File: src/rtl/tx_enc_pkg.sv
package tx_enc_pkg;

    localparam int BYTE_W = 8;
    localparam int CODE_W = 10;

    // violation symbol, abcdeifghj literal order (a leftmost)
    localparam logic [CODE_W-1:0] VIOL_LIT = 10'b100111_1000;

    typedef enum logic [1:0] {
        MODE_ENC  = 2'd0,
        MODE_RAW  = 2'd1,
        MODE_BIST = 2'd2
    } tx_mode_e;

    typedef struct packed {
        logic              sc;
        logic [BYTE_W-1:0] dat;
    } char_t;

    // literal abcdeifghj -> bus word with a at bit 0
    function automatic logic [CODE_W-1:0] lit_to_bus(input logic [CODE_W-1:0] lit);
        logic [CODE_W-1:0] r;
        for (int i = 0; i < CODE_W; i++) r[i] = lit[CODE_W-1-i];
        return r;
    endfunction

    // 5b/6b sub-block, negative-disparity column, abcdei
    function automatic logic [5:0] six_neg(input logic [4:0] x);
        case (x)
            5'd0:  six_neg = 6'b100111;  5'd1:  six_neg = 6'b011101;
            5'd2:  six_neg = 6'b101101;  5'd3:  six_neg = 6'b110001;
            5'd4:  six_neg = 6'b110101;  5'd5:  six_neg = 6'b101001;
            5'd6:  six_neg = 6'b011001;  5'd7:  six_neg = 6'b111000;
            5'd8:  six_neg = 6'b111001;  5'd9:  six_neg = 6'b100101;
            5'd10: six_neg = 6'b010101;  5'd11: six_neg = 6'b110100;
            5'd12: six_neg = 6'b001101;  5'd13: six_neg = 6'b101100;
            5'd14: six_neg = 6'b011100;  5'd15: six_neg = 6'b010111;
            5'd16: six_neg = 6'b011011;  5'd17: six_neg = 6'b100011;
            5'd18: six_neg = 6'b010011;  5'd19: six_neg = 6'b110010;
            5'd20: six_neg = 6'b001011;  5'd21: six_neg = 6'b101010;
            5'd22: six_neg = 6'b011010;  5'd23: six_neg = 6'b111010;
            5'd24: six_neg = 6'b110011;  5'd25: six_neg = 6'b100110;
            5'd26: six_neg = 6'b010110;  5'd27: six_neg = 6'b110110;
            5'd28: six_neg = 6'b001110;  5'd29: six_neg = 6'b101110;
            5'd30: six_neg = 6'b011110;  default: six_neg = 6'b101011;
        endcase
    endfunction

    // 3b/4b sub-block, negative-disparity column, fghj
    function automatic logic [3:0] four_neg(input logic [2:0] y, input logic alt7);
        case (y)
            3'd0: four_neg = 4'b1011;
            3'd1: four_neg = 4'b1001;
            3'd2: four_neg = 4'b0101;
            3'd3: four_neg = 4'b1100;
            3'd4: four_neg = 4'b1101;
            3'd5: four_neg = 4'b1010;
            3'd6: four_neg = 4'b0110;
            default: four_neg = alt7 ? 4'b0111 : 4'b1110;
        endcase
    endfunction

    // special codes, negative-disparity literal; bit 10 = defined
    function automatic logic [CODE_W:0] spec_neg(input logic [BYTE_W-1:0] k);
        case (k)
            8'h1C: spec_neg = {1'b1, 6'b001111, 4'b0100};
            8'h3C: spec_neg = {1'b1, 6'b001111, 4'b1001};
            8'h5C: spec_neg = {1'b1, 6'b001111, 4'b0101};
            8'h7C: spec_neg = {1'b1, 6'b001111, 4'b0011};
            8'h9C: spec_neg = {1'b1, 6'b001111, 4'b0010};
            8'hBC: spec_neg = {1'b1, 6'b001111, 4'b1010};
            8'hDC: spec_neg = {1'b1, 6'b001111, 4'b0110};
            8'hFC: spec_neg = {1'b1, 6'b001111, 4'b1000};
            8'hF7, 8'hFB, 8'hFD, 8'hFE:
                   spec_neg = {1'b1, six_neg(k[4:0]), 4'b1000};
            default: spec_neg = {1'b0, VIOL_LIT};
        endcase
    endfunction

endpackage

File: src/rtl/tx_enc_8b10b.sv
module tx_enc_8b10b
    import tx_enc_pkg::*;
(
    input  logic              rd_i,
    input  char_t             ch_i,
    input  logic              viol_i,
    output logic [CODE_W-1:0] code_o,
    output logic              rd_o
);

    logic [4:0]        x;
    logic [2:0]        y;
    logic [5:0]        s6_raw, s6;
    logic [3:0]        s4_raw, s4;
    logic              rd_mid, alt7;
    logic [CODE_W:0]   kent;
    logic [CODE_W-1:0] lit;

    assign x    = ch_i.dat[4:0];
    assign y    = ch_i.dat[7:5];
    assign kent = spec_neg(ch_i.dat);

    // data path: 6b sub-block with disparity correction
    always_comb begin
        s6_raw = six_neg(x);
        s6     = (rd_i && ($countones(s6_raw) != 3 || x == 5'd7)) ? ~s6_raw : s6_raw;
        if ($countones(s6) > 3)      rd_mid = 1'b1;
        else if ($countones(s6) < 3) rd_mid = 1'b0;
        else                         rd_mid = rd_i;
        alt7 = rd_mid ? (x == 5'd11 || x == 5'd13 || x == 5'd14)
                      : (x == 5'd17 || x == 5'd18 || x == 5'd20);
        s4_raw = four_neg(y, alt7);
        s4     = (rd_mid && ($countones(s4_raw) != 2 || y == 3'd3)) ? ~s4_raw : s4_raw;
    end

    // source select: override, special, data
    always_comb begin
        if (viol_i || (ch_i.sc && !kent[CODE_W]))
            lit = rd_i ? ~VIOL_LIT : VIOL_LIT;
        else if (ch_i.sc)
            lit = rd_i ? ~kent[CODE_W-1:0] : kent[CODE_W-1:0];
        else
            lit = {s6, s4};
    end

    assign code_o = lit_to_bus(lit);

    always_comb begin
        if ($countones(lit) > 5)      rd_o = 1'b1;
        else if ($countones(lit) < 5) rd_o = 1'b0;
        else                          rd_o = rd_i;
    end

endmodule

File: src/rtl/tx_bist_lfsr.sv
module tx_bist_lfsr #(
    parameter int               W    = 9,
    parameter int               TAP  = 5,
    parameter logic [W-1:0]     SEED = '1
) (
    input  logic         clk_i,
    input  logic         rst_i,
    input  logic         run_i,
    input  logic         step_i,
    output logic [W-1:0] state_o
);

    logic [W-1:0] s_q;
    logic         fb;

    assign fb = s_q[W-1] ^ s_q[TAP-1];

    always_ff @(posedge clk_i) begin
        if (rst_i || !run_i) s_q <= SEED;
        else if (step_i)     s_q <= {s_q[W-2:0], fb};
    end

    assign state_o = s_q;


    lfsr_nonzero_chk: assert property (@(posedge clk_i) disable iff (rst_i)
        s_q != '0);


    lfsr_hold_chk: assert property (@(posedge clk_i) disable iff (rst_i)
        (run_i && !step_i) |=> (run_i ? $stable(s_q) : 1'b1));

endmodule

File: src/rtl/tx_char_encoder.sv
module tx_char_encoder
    import tx_enc_pkg::*;
#(
    parameter int               LFSR_W    = 9,
    parameter int               LFSR_TAP  = 5,
    parameter logic [LFSR_W-1:0] LFSR_SEED = '1
) (
    input  logic              clk_i,
    input  logic              rst_i,
    input  logic              in_valid_i,
    input  logic              in_sc_i,
    input  logic [CODE_W-1:0] in_word_i,
    input  logic              byp_n_i,
    input  logic              bist_n_i,
    output logic              out_valid_o,
    output logic [CODE_W-1:0] out_word_o
);

    tx_mode_e          mode;
    logic [LFSR_W-1:0] lfsr;
    char_t             ch;
    logic              viol;
    logic [CODE_W-1:0] code;
    logic              rd_next;
    logic              rd_q;
    logic              enc_q;

    always_comb begin
        if (!bist_n_i)     mode = MODE_BIST;
        else if (!byp_n_i) mode = MODE_RAW;
        else               mode = MODE_ENC;
    end

    tx_bist_lfsr #(
        .W    (LFSR_W),
        .TAP  (LFSR_TAP),
        .SEED (LFSR_SEED)
    ) lfsr_i (
        .clk_i   (clk_i),
        .rst_i   (rst_i),
        .run_i   (mode == MODE_BIST),
        .step_i  (in_valid_i && mode == MODE_BIST),
        .state_o (lfsr)
    );

    always_comb begin
        if (mode == MODE_BIST) begin
            ch.sc  = ~lfsr[LFSR_W-1];
            ch.dat = lfsr[BYTE_W-1:0];
            viol   = 1'b0;
        end else begin
            ch.sc  = in_sc_i;
            ch.dat = in_word_i[BYTE_W-1:0];
            viol   = in_word_i[BYTE_W];
        end
    end

    tx_enc_8b10b enc_i (
        .rd_i   (rd_q),
        .ch_i   (ch),
        .viol_i (viol),
        .code_o (code),
        .rd_o   (rd_next)
    );

    always_ff @(posedge clk_i) begin
        if (rst_i) begin
            out_valid_o <= 1'b0;
            out_word_o  <= '0;
            rd_q        <= 1'b0;
            enc_q       <= 1'b0;
        end else begin
            out_valid_o <= in_valid_i;
            if (in_valid_i) begin
                out_word_o <= (mode == MODE_RAW) ? in_word_i : code;
                enc_q      <= (mode != MODE_RAW);
                if (mode != MODE_RAW) rd_q <= rd_next;
            end
        end
    end


    valid_follow_chk: assert property (@(posedge clk_i) disable iff (rst_i)
        in_valid_i |=> out_valid_o);


    idle_follow_chk: assert property (@(posedge clk_i) disable iff (rst_i)
        !in_valid_i |=> !out_valid_o);


    reset_state_chk: assert property (@(posedge clk_i)
        rst_i |=> (!rd_q && !out_valid_o));


    disp_bound_chk: assert property (@(posedge clk_i) disable iff (rst_i)
        (out_valid_o && enc_q) |->
            ($countones(out_word_o) >= 4 && $countones(out_word_o) <= 6));


    raw_pass_chk: assert property (@(posedge clk_i) disable iff (rst_i)
        (in_valid_i && bist_n_i && !byp_n_i) |=> out_word_o == $past(in_word_i));


    raw_rd_chk: assert property (@(posedge clk_i) disable iff (rst_i)
        (in_valid_i && bist_n_i && !byp_n_i) |=> $stable(rd_q));


    viol_force_chk: assert property (@(posedge clk_i) disable iff (rst_i)
        (in_valid_i && bist_n_i && byp_n_i && in_word_i[BYTE_W]) |=>
            (out_word_o == 10'h079 || out_word_o == 10'h386) && $stable(rd_q));

endmodule

File: config.mk
export PLATFORM = sky130hd
export DESIGN_NAME = tx_char_encoder
export DESIGN_NICKNAME = d
export VERILOG_FILES = /design/src/rtl/tx_enc_pkg.sv /design/src/rtl/tx_enc_8b10b.sv /design/src/rtl/tx_bist_lfsr.sv /design/src/rtl/tx_char_encoder.sv
export SDC_FILE = /design/constraint.sdc
export NUM_CORES = 1
export LEC_CHECK = 0
export ABC_CLOCK_PERIOD_IN_PS = 26900
export CAP_MARGIN = 20
export CORE_UTILIZATION = 60
export CTS_CLUSTER_DIAMETER = 40
export DETAILED_ROUTE_END_ITERATION = 7
export PLACE_DENSITY = 0.83
export SYNTH_ARGS = -nofsm -noshare
export SYNTH_HDL_FRONTEND = slang
export SYNTH_SLANG_ARGS = --single-unit
File: constraint.sdc
create_clock -name clk_i -period 26.9 [get_ports clk_i]
set_input_delay 4.035 -clock clk_i [delete_from_list [all_inputs] [get_ports clk_i]]
set_output_delay 4.035 -clock clk_i [all_outputs]
set_load 0.02 [all_outputs]
==> results by stage <==
Clock network:
- After clock tree synthesis, the repair step resized 0 gates.
- The number of buffers created by CTS is 3.
- The number of hold buffers added after CTS is 0.
- In this run the deepest clock path goes through 2 buffers.
- The post-CTS setup repair buffer count is 0.
- The clock reaches the later pin of the worst-skew pair after approximately 270 ps.
- Clock-pin slew was measured on the worst setup and hold paths at ~90 ps.
- The total number of H-tree levels is 1.
- Clock tree synthesis found a total of 21 sinks.
- The clock root buffer is sky130_fd_sc_hd__clkbuf_8.
- The clock tree from TritonCTS is done.

Yosys:
- After synthesis, the largest family of logic cells by area is compound AO/OA/AOI/OAI gates.
- The main flop type after synthesis is sky130_fd_sc_hd__dfxtp_1.
- After synthesis, the mean cell area works out to roughly 8.1 um2.
- The number of synthesized flops with an enable pin is 0.
- Of the total synthesized cell area, the portion taken by XOR and XNOR cells is under 10%.
- Ranked by total cell area, the synthesized netlist is headed by sky130_fd_sc_hd__dfxtp_1 15%, sky130_fd_sc_hd__ha_1 10%, sky130_fd_sc_hd__fa_1 7.2%, sky130_fd_sc_hd__nand2_1 5.1%, sky130_fd_sc_hd__nor2_1 3.7%.
- Sequential cells were found to cover between 10% and 20% of the synthesized design area.
- The synthesized netlist net count is approximately 390.
- The share of the synthesized area in compound gates (AO/OA/AOI/OAI) is between 20 and 30%.
- Counting instances in the post-synthesis netlist gives the leading cell types as 38 x sky130_fd_sc_hd__nand2_1, 27 x sky130_fd_sc_hd__nor2_1, 23 x sky130_fd_sc_hd__ha_1.
- The fraction of the mapped netlist area in simple logic gates is approximately 21%.
- The synthesized design devotes to its leading area cell type ~15% of total area.
- The post-synthesis cell area is 2780 um2.
- Summed over all instances, the cell type with the most area after synthesis is sky130_fd_sc_hd__dfxtp_1.
- The number of synthesized register bits is 21.
- The count of cell types in the netlist is slightly above 70.
- The synthesized netlist devotes between 10% and 20% of its cell area to adder and majority cells.
- The number of instances in the synthesized netlist is ~340.
- Counting flops with an async set or reset pin after synthesis yields a share of 0%.
- The library cell with the highest instance count after synthesis is sky130_fd_sc_hd__nand2_1.
- The multiplexer area fraction after synthesis is 8.61%.
- The yosys synthesis warning count is 0.

Timing:
- The total of endpoints with negative setup slack in the final report is 0.
- The worst pin sits at a relative slew slack of 46.1%.
- The final critical path takes up about half of the cycle.
- At the pin with the least slew margin, the transition time is slightly below 800 ps.
- The max-slew violation total from the final report was 0.
- The total negative slack is 0 ps.
- The hold violation count in the final report came to 0.
- The clock skew after layout is just under 9 ps.
- The time the worst path needs with I/O delays and setup is around 13,000 ps.
- The fmax is around 0.075 GHz.
- Setup repair after global routing left no endpoint under its margin.

Worst setup path:
- In this design, the stage delay of the slowest critical-path cell is 530 ps.
- The category of the worst setup path capture point is a flop.
- The start point of the critical path is bist_n_i.
- The critical path in this run is classified as in2reg.
- Data on the critical path arrives at its endpoint at roughly 13,000 ps.
- The peak fanout along the critical path is 34.
- The number of cells on the worst reg-to-reg path is 34.
- For the worst setup path, the data required time is roughly 27,000 ps.
- The largest individual stage delay along the critical path comes from the cell sky130_fd_sc_hd__a311oi_1.
- The launch point of the worst reg-to-reg path is lfsr_i.state_o[0].
- The startpoint class of the critical path is an input port.

Floorplanning:
- The y dimension of the die is around 70 um.
- For this configuration, the core starts out at a cell density of between 60% and 70%.
- The number of placement rows is 24.
- The region available for standard cell placement spans between 4000 and 5000 um2.
- The overall die width is 70.0 um.
- The number of primary I/O pins is 27.
- The die covers between 4000 and 5000 um2.

GRT:
- The initial antenna violation count came to 0.
- The pin count of the biggest net entering global routing is 35.
- The via count of the first global-routing pass is 2,438.
- In the global route stage, overall resource usage came out at a little under a third.
- For this run the aggregate overflow at the end of global routing stands at 0.
- The global-route wire length before repair is roughly 12,000 um.

Cells and area:
- The final layout contains 402 nets.
- The diode insertion count for antenna repair is 0.
- The multi-input gate area in the final layout is 2170 um2.
- Cells with a size suffix above 1 make up under 10% of the layout.
- Across the whole layout, storage elements account for 420 um2.
- The area overhead of the layout relative to synthesis is 8.97%.
- The number of filler cells placed in the layout is 365.
- The utilization of the core after routing is 68.5%.

Hold path:
- The worst hold path was traced through 2 stages.
- The startpoint identified for the worst hold timing path is lfsr_i.state_o[6].
- The worst hold-check path type is reg2reg.

Drt:
- After detailed routing, the total wire length is 7090 um.
- The detail route stage leaves a number of antenna-violating nets equal to 0.
- In this run, the number of DRC markers left after iteration 0 of detailed routing was roughly 330.
- Dividing the detail-routed wire length by the instance count gives 17.5 um.
- The length of the first detailed-routing pass in iterations is 5.
- For this run, design rule violations remaining after detail routing come to 0.
- The detailed router placed roughly 2,700 vias in this run.
- After detailed routing, the number of vias per cell comes to about 6.6.

Placement:
- Port buffering added 26 buffers.
- The half-perimeter wire length of the detailed placement result is approximately 5500 um.
- At the end of routability-driven placement, the weighted congestion stood at around 0.98.

Power:
- The static leakage is 0.00124 uW.
- The largest vdd supply drop is between 0.00003 and 0.00004 V.
- The power density over the cells is between 60 and 70 nW/um2.

Job:
- The number of violations of the max-capacitance limit is 0.

Status:
- The run finished with clean final reports.
## power by group
part / internal [uW] / switching (uW)
Combinational: 63.8 / 78.2
Sequential: 33.6 / 2.39
Clock: 10.5 / 11.9
## final timing paths
kind	slack [ps]	to
setup / recovery	13640	rd_q
setup reg to reg	18030	rd_q
hold reg to reg	520	lfsr_i.state_o[7]
hold / removal	520	lfsr_i.state_o[7]
## cell families (layout without fill, tap and decap cells)
kind of cell	Yosys count	after routing
AO/OA/AOI/OAI	102	102
adder cells (fa/ha/maj)	33	33
multiplexers	20	20
XOR/XNOR	10	10
buffers and inverters	34	43
flip-flops	21	21
AND/OR/NAND/NOR	123	123
## worst max-delay path, delay by kind of cell
kind | cells | cell delay [ps]
adders and majority gates | 10 | 3630
and+or+nand+nor | 7 | 1320
AOI/OAI and AO/OA | 11 | 2610
muxes | 1 | 400
buffers and inverters | 5 | 1060
xor gates and xnor gates | 2 | 350
## flip-flops by register name, summed over array words and instances (netlist names)
register / cells
out_word_o: 10
lfsr_i.state_o: 9
out_valid_o: 1
rd_q: 1
## layout by cell type, fill, tap and decap left out, types with 4 or more instances in the layout
master / instances
sky130_fd_sc_hd__a21o_1: 7
sky130_fd_sc_hd__a21oi_1: 14
sky130_fd_sc_hd__a31oi_1: 11
sky130_fd_sc_hd__and2_1: 4
sky130_fd_sc_hd__clkdlybuf4s50_1: 26
sky130_fd_sc_hd__dfxtp_1: 21
sky130_fd_sc_hd__fa_1: 10
sky130_fd_sc_hd__ha_1: 23
sky130_fd_sc_hd__inv_1: 10
sky130_fd_sc_hd__mux2_2: 4
sky130_fd_sc_hd__mux2i_1: 10
sky130_fd_sc_hd__nand2_1: 38
sky130_fd_sc_hd__nand2b_1: 8
sky130_fd_sc_hd__nand3_1: 12
sky130_fd_sc_hd__nor2_1: 27
sky130_fd_sc_hd__nor2b_1: 9
sky130_fd_sc_hd__nor3_1: 11
sky130_fd_sc_hd__o211ai_1: 6
sky130_fd_sc_hd__o21ai_0: 14
sky130_fd_sc_hd__o21ai_1: 4
sky130_fd_sc_hd__o2bb2ai_1: 4
sky130_fd_sc_hd__xnor2_1: 7
## area by class of cell
| type | instances | area share (%) |
|---|---|---|
| Clock buffer | 3 | 1.36 |
| Multi-Input combinational cell | 288 | 71.9 |
| Sequential cell | 21 | 13.9 |
| Clock inverter | 1 | 0.248 |
| Inverter | 11 | 1.36 |
| Timing Repair Buffer | 28 | 9.10 |
| Tap cell | 52 | 2.15 |
## metal layers
metal,vias up,wire length (um),GRT usage [%]
li1,1280,-,-
met1,1256,3270,45.4
met2,129,3110,45.2
met3,18,555,3.75
met4,0,149,8.89
met5,-,0,0
## stage by stage
step / instance area, um2 / total power (uW) / hold WS, ps / cells / setup slack [ps]
after detailed placement: 2980 / 177 / 502 / 400 / 13480
after global placement: 2980 / 171 / 486 / 400 / 13770
final: 3030 / 200 / 520 / 404 / 13640
after global routing: 3030 / 224 / 562 / 404 / 13090
after floorplan: 2780 / 145 / 460 / 343 / 15080
after CTS: 3030 / 200 / 525 / 404 / 13770
(Power assumes the default switching activity.)
